**config.mk**
```make
export PLATFORM = sky130hd
export DESIGN_NAME = gpio_xpndr
export DESIGN_NICKNAME = d
export VERILOG_FILES = /design/src/rtl/gx_pkg.sv /design/src/rtl/gx_sync.sv /design/src/rtl/gx_flags.sv /design/src/rtl/gx_outregs.sv /design/src/rtl/gpio_xpndr.sv
export SDC_FILE = /design/constraint.sdc
export NUM_CORES = 1
export LEC_CHECK = 0
export ABC_AREA = 1
export BUFFER_PORTS_ARGS = -buffer_cell sky130_fd_sc_hd__buf_4
export CAP_MARGIN = 20
export CORE_ASPECT_RATIO = 1.5
export CORE_UTILIZATION = 52
export DETAILED_ROUTE_END_ITERATION = 8
export PLACE_DENSITY = 0.79
export SYNTH_ARGS = -nofsm -noshare
export SYNTH_HDL_FRONTEND = slang
export SYNTH_SLANG_ARGS = --single-unit
```
**constraint.sdc**
```tcl
create_clock -name clk -period 2.2 [get_ports clk]
set_input_delay 0.22 -clock clk [delete_from_list [all_inputs] [get_ports clk]]
set_output_delay 0.22 -clock clk [all_outputs]
set_load 0.005 [all_outputs]
```
**src/rtl/gx_pkg.sv**
```systemverilog
package gx_pkg;

    typedef enum logic [1:0] {
        RGN_STAT = 2'd0,
        RGN_OUT  = 2'd1,
        RGN_NONE = 2'd2
    } gx_rgn_e;

    // Map a halfword offset onto the region it selects.
    function automatic gx_rgn_e gx_region(input int unsigned off, input int unsigned n_out);
        if (off == 0)          return RGN_STAT;
        else if (off <= n_out) return RGN_OUT;
        else                   return RGN_NONE;
    endfunction

endpackage

```
**src/rtl/gx_sync.sv**
```systemverilog
module gx_sync #(
    parameter int W      = 16,
    parameter int STAGES = 2
) (
    input  logic         clk,
    input  logic         rst_n,
    input  logic [W-1:0] din,
    output logic [W-1:0] dout
);
    typedef struct packed {
        logic [STAGES-1:0][W-1:0] pipe;
    } sync_st_t;

    sync_st_t st_d, st_q;

    always_comb begin
        st_d.pipe[0] = din;
        for (int s = 1; s < STAGES; s++) begin
            st_d.pipe[s] = st_q.pipe[s-1];
        end
    end

    always_ff @(posedge clk) begin
        if (!rst_n) st_q <= '0;
        else        st_q <= st_d;
    end

    assign dout = st_q.pipe[STAGES-1];
endmodule

```
**src/rtl/gx_flags.sv**
```systemverilog
module gx_flags #(
    parameter int N = 8
) (
    input  logic         clk,
    input  logic         rst_n,
    input  logic [N-1:0] src_s,
    input  logic         clr_en,
    input  logic [N-1:0] clr_keep,
    output logic [N-1:0] flag_q,
    output logic [N-1:0] rise,
    output logic         irq
);
    typedef struct packed {
        logic [N-1:0] prev;
        logic [N-1:0] flag;
    } flag_st_t;

    flag_st_t st_d, st_q;

    always_comb begin
        rise      = src_s & ~st_q.prev;
        st_d.prev = src_s;
        // The edge is ORed in after the clear, so a set in the same cycle wins.
        st_d.flag = (clr_en ? (st_q.flag & clr_keep) : st_q.flag) | rise;
    end

    always_ff @(posedge clk) begin
        if (!rst_n) st_q <= '0;
        else        st_q <= st_d;
    end

    assign flag_q = st_q.flag;
    assign irq    = |st_q.flag;
endmodule

```
**src/rtl/gx_outregs.sv**
```systemverilog
module gx_outregs #(
    parameter int                        DATA_W  = 16,
    parameter int                        NUM_OUT = 2,
    parameter int                        ADDR_W  = 2,
    parameter logic [NUM_OUT*DATA_W-1:0] OUT_RST = '0
) (
    input  logic                      clk,
    input  logic                      rst_n,
    input  logic                      wr_en,
    input  logic [ADDR_W-1:0]         wr_idx,
    input  logic [DATA_W-1:0]         wr_data,
    output logic [NUM_OUT*DATA_W-1:0] regs
);
    typedef struct packed {
        logic [NUM_OUT-1:0][DATA_W-1:0] word;
    } out_st_t;

    out_st_t            st_d, st_q;
    logic [NUM_OUT-1:0] hit;

    for (genvar g = 0; g < NUM_OUT; g++) begin : g_word
        assign hit[g] = wr_en && (int'(wr_idx) == g);
        always_comb begin
            st_d.word[g] = hit[g] ? wr_data : st_q.word[g];
        end
    end

    always_ff @(posedge clk) begin
        if (!rst_n) st_q <= OUT_RST;
        else        st_q <= st_d;
    end

    assign regs = st_q;
endmodule

```
**src/rtl/gpio_xpndr.sv**
```systemverilog
module gpio_xpndr #(
    parameter int                        DATA_W      = 16,
    parameter int                        NUM_SRC     = 8,
    parameter int                        NUM_OUT     = 2,
    parameter int                        ADDR_W      = 2,
    parameter int                        SYNC_STAGES = 2,
    parameter logic [NUM_OUT*DATA_W-1:0] OUT_RST     = 32'h0100_0000
) (
    input  logic                      clk,
    input  logic                      rst_n,
    input  logic                      bus_sel,
    input  logic                      bus_we,
    input  logic [ADDR_W-1:0]         bus_addr,
    input  logic [DATA_W-1:0]         bus_wdata,
    output logic [DATA_W-1:0]         bus_rdata,
    input  logic [DATA_W-NUM_SRC-1:0] lvl_in,
    input  logic [NUM_SRC-1:0]        irq_src,
    output logic [NUM_OUT*DATA_W-1:0] out_pins,
    output logic                      host_irq
);
    import gx_pkg::*;

    localparam int LVL_W = DATA_W - NUM_SRC;

    logic [LVL_W-1:0]   lvl_s;
    logic [NUM_SRC-1:0] src_s;
    logic [NUM_SRC-1:0] flag_q;
    logic [NUM_SRC-1:0] src_rise;
    logic [ADDR_W-1:0]  out_idx;
    gx_rgn_e            rgn;

    assign rgn     = gx_region(int'(bus_addr), NUM_OUT);
    assign out_idx = bus_addr - ADDR_W'(1);

    gx_sync #(.W(LVL_W + NUM_SRC), .STAGES(SYNC_STAGES)) u_sync (
        .clk  (clk),
        .rst_n(rst_n),
        .din  ({irq_src, lvl_in}),
        .dout ({src_s, lvl_s})
    );

    gx_flags #(.N(NUM_SRC)) u_flags (
        .clk     (clk),
        .rst_n   (rst_n),
        .src_s   (src_s),
        .clr_en  (bus_sel && bus_we && (rgn == RGN_STAT)),
        .clr_keep(bus_wdata[DATA_W-1:LVL_W]),
        .flag_q  (flag_q),
        .rise    (src_rise),
        .irq     (host_irq)
    );

    gx_outregs #(
        .DATA_W (DATA_W),
        .NUM_OUT(NUM_OUT),
        .ADDR_W (ADDR_W),
        .OUT_RST(OUT_RST)
    ) u_out (
        .clk    (clk),
        .rst_n  (rst_n),
        .wr_en  (bus_sel && bus_we && (rgn == RGN_OUT)),
        .wr_idx (out_idx),
        .wr_data(bus_wdata),
        .regs   (out_pins)
    );

    always_comb begin
        bus_rdata = '0;
        if (bus_sel && !bus_we) begin
            unique case (rgn)
                RGN_STAT: bus_rdata = {flag_q, lvl_s};
                RGN_OUT:  bus_rdata = out_pins[int'(out_idx)*DATA_W +: DATA_W];
                default:  bus_rdata = '0;
            endcase
        end
    end
endmodule

```
==> results by group <==
Outcome
  – Status: finished clean

Clock network
  – Hold_buf cts: 0
  – Clk_lat worst skew: approximately 0.35 ns
  – Max Root-Sink Buffers: 2
  – Reg clk slew, reported paths: 0.08 ns
  – CTS HTree Levels: 3
  – Clk sinks: 80
  – Root buffer cell: clkbuf_8
  – Cts repair resizes: 0
  – Postcts setup bufs: 0
  – Num CTS Buffers: 9
  – CTS tree: yes

GRT
  – Largest net degree at the start of global routing: approximately 80
  – Antenna violations before repair: 0
  – Vias in the first global route: 2,804
  – Grt ovf: 0
  – First-pass GRT wire length: between 10 and 15 mm
  – Total GRT Usage: 0.2484

Power and ir drop
  – Int Power: about 2.3 mW
  – Clock power share: 0.395
  – Lkg Pwr: around 2.2 nW
  – Worst vdd ir: a little over 0.6 mV
  – Switching share of total power: 0.2506
  – Sequential power share: 0.499
  – Switching power: ~0.77 mW
  – Logic pwr share: 0.106
  – Pwr Density: roughly 720 nW/um^2
  – Power, Total: just over 3 mW

Drt
  – WL/cell: 12.33 um
  – DRC viols: 0
  – Final WL: around 8.0 mm
  – Via count: roughly 3,000
  – Antenna Violating Nets Remaining: 0
  – Initial DRC count: roughly 260
  – Vias per cell: 4.760
  – First-pass DRT Iterations: 4

Synthesis
  – Most area-consuming cells after synthesis: dfxtp_1, nand2_1, inv_1
  – Complex-gate fraction of the synthesized area: 0.04037
  – Register area share after synthesis: 0.4785
  – Mapped Cells: just under 500
  – Synth Warn #: 0
  – Post-Synth Adder-Cell Area: 0.01495
  – #FFs+latches synth: 80
  – Primary FF master, synth: dfxtp_1
  – Synth Area in Simple Gates: 0.3189
  – Avg Inst Size Synth: 6.873 um^2
  – Post-synth top area cell: dfxtp_1
  – Synth cell types: 21
  – Top cells by count, synth: nand2_1, inv_1, dfxtp_1
  – Mux cell area share after synthesis: 0
  – Largest family of logic cells by synthesized area: simple AND/OR/NAND/NOR gates
  – Most common cell in the netlist: nand2_1
  – Syn_nets: between 500 and 600
  – Post-Synth XOR/XNOR Area: 0
  – Synth top area share: 0.4785
  – Mapped Area: 3347 um^2
  – Number of synthesized flops with an enable pin: 0
  – Ys async rst share: 0

Layout
  – Fill cells: about 530
  – Fraction of layout cells with a size suffix above 1: 0.2014
  – Area Overhead vs Synth: 26.43%
  – Diodes inserted: 0
  – Nets: a little over 600

Worst hold path
  – Hold Path Class: in2reg

Critical path
  – Critical Path Fanout Max: 19
  – Critical Path AT: about 1.6 ns
  – Worst EP required: 1.98 ns
  – Crit start category: input port
  – CP Class: in2out
  – CP endpoint kind: output pin
  – R2R Setup Slk: 1.55 ns

STA
  – Final min period: between 1.5 and 2 ns
  – Endpoints failing setup: 0
  – Setup_tns: 0 ns
  – Worst hold slack: around 0.04 ns
  – Worst-margin pin slew: approximately 0.76 ns
  – Max Clock Freq: 0.5598 GHz
  – Worst clock skew: between 0.003 and 0.004 ns
  – Final Hold Fails: 0
  – Slew headroom: 0.4934
  – PnR worst setup slack: 0.4138 ns
  – Final slew viol count: 0
  – Tcrit/Tclk final: 0.8119
  – RSZ-0062 raised after global routing: no

Placement
  – Port Buf Inserts: between 80 and 90
  – Setup WS pre-CTS: roughly 0.42 ns
  – HPWL after DPL: between 5 and 6 mm
  – RePlAce Congestion: approximately 0.90

Floorplanning
  – Initial Util: 0.5420
  – Die width: 67.51 um
  – Cell Rows: 35
  – # IOs: 87
  – CORE AREA: 6175 um^2
  – DIE AREA: approximately 6800 um^2
  – Die Y: 100.3 um

Job
  – Maximum Capacitance Violations: 0
-- state kept, by name (all words and copies together), names as in the netlist --
signal          count
u_out.regs         32
u_sync.dout        16
u_sync.st_d        16
u_flags.flag_q      8
u_flags.st_q        8
-- worst max-delay path: stages --
cell and delay, ns:
buf_4 0.21, inv_2 0.07, ha_1 0.43, buf_4 0.20, nand3_1 0.08, a21oi_1 0.21
buf_4 0.15
-- path summary, 6_finish.rpt --
kind,cells past startpoint,to,startpoint
setup / recovery,7,bus_rdata[9],bus_addr[0]
setup reg to reg,2,u_out.regs[24],u_out.regs[24]
hold / removal,3,u_sync.st_d[23],lvl_in[7]
hold reg to reg,2,u_sync.dout[3],u_sync.st_d[19]
-- layer usage --
layer / vias up / share of wire / routed length [um] / GRT usage
li1: 1598 / - / - / -
met1: 1364 / 0.41 / 3292 / 0.2943
met2: 97 / 0.51 / 4047 / 0.4196
met3: 11 / 0.059 / 467 / 0.06250
met4: 0 / 0.018 / 142 / 0.09165
met5: - / 0 / 0 / 0
-- cells by family after synthesis --
kind of cell               after synthesis
buffers and inverters                  120
adders and majority gates                4
and+or+nand+nor                        258
DFF                                     80
AOI/OAI and AO/OA                       25
-- placed cells by master, fill, tap and decap left out --
cell,instances
a21oi_1,16
buf_4,94
bufinv_16,2
clkbuf_8,9
clkinvlp_4,3
dfxtp_1,80
ha_1,4
inv_1,93
inv_2,1
inv_6,1
inv_8,1
nand2_1,129
nand3_1,49
nand3_4,1
nand3b_1,1
nand4_1,1
nor2_1,74
nor2_2,1
nor2_4,2
o21ai_0,1
o22ai_1,8
-- metrics by stage --
| step | instance area (um^2) | util | instances |
|---|---|---|---|
| 2_1_floorplan | 3347 | - | 487 |
| 3_3_place_gp | 4005 | 0.6486 | 629 |
| 3_5_place_dp | 4005 | 0.6486 | 629 |
| 4_1_cts | 4232 | 0.6853 | 645 |
| 5_1_grt | 4232 | 0.6853 | 645 |
| 6_report | 4232 | 0.6853 | 645 |
-- layout make-up --
cell class / count / area [um^2] / area share
clock inverters: 7 / 102.6 / 0.02425
clock buffers: 9 / 123.9 / 0.02927
multi-input cells: 287 / 1252 / 0.2960
inverters: 94 / 352.8 / 0.08338
well taps: 74 / 92.59 / 0.02188
repair buffers: 94 / 705.7 / 0.1668
flip-flops and latches: 80 / 1602 / 0.3785
-- power groups by stage --
stage          clock network, mW  logic (mW)  registers [mW]
3_3_place_gp                   0       0.316            1.56
6_report                    1.21       0.324            1.53
3_5_place_dp                   0       0.323            1.56
5_1_grt                     1.30       0.363            1.53
2_1_floorplan                  0       0.187            1.56
4_1_cts                     1.23       0.325            1.53
Power figures use the tool's default switching activity.
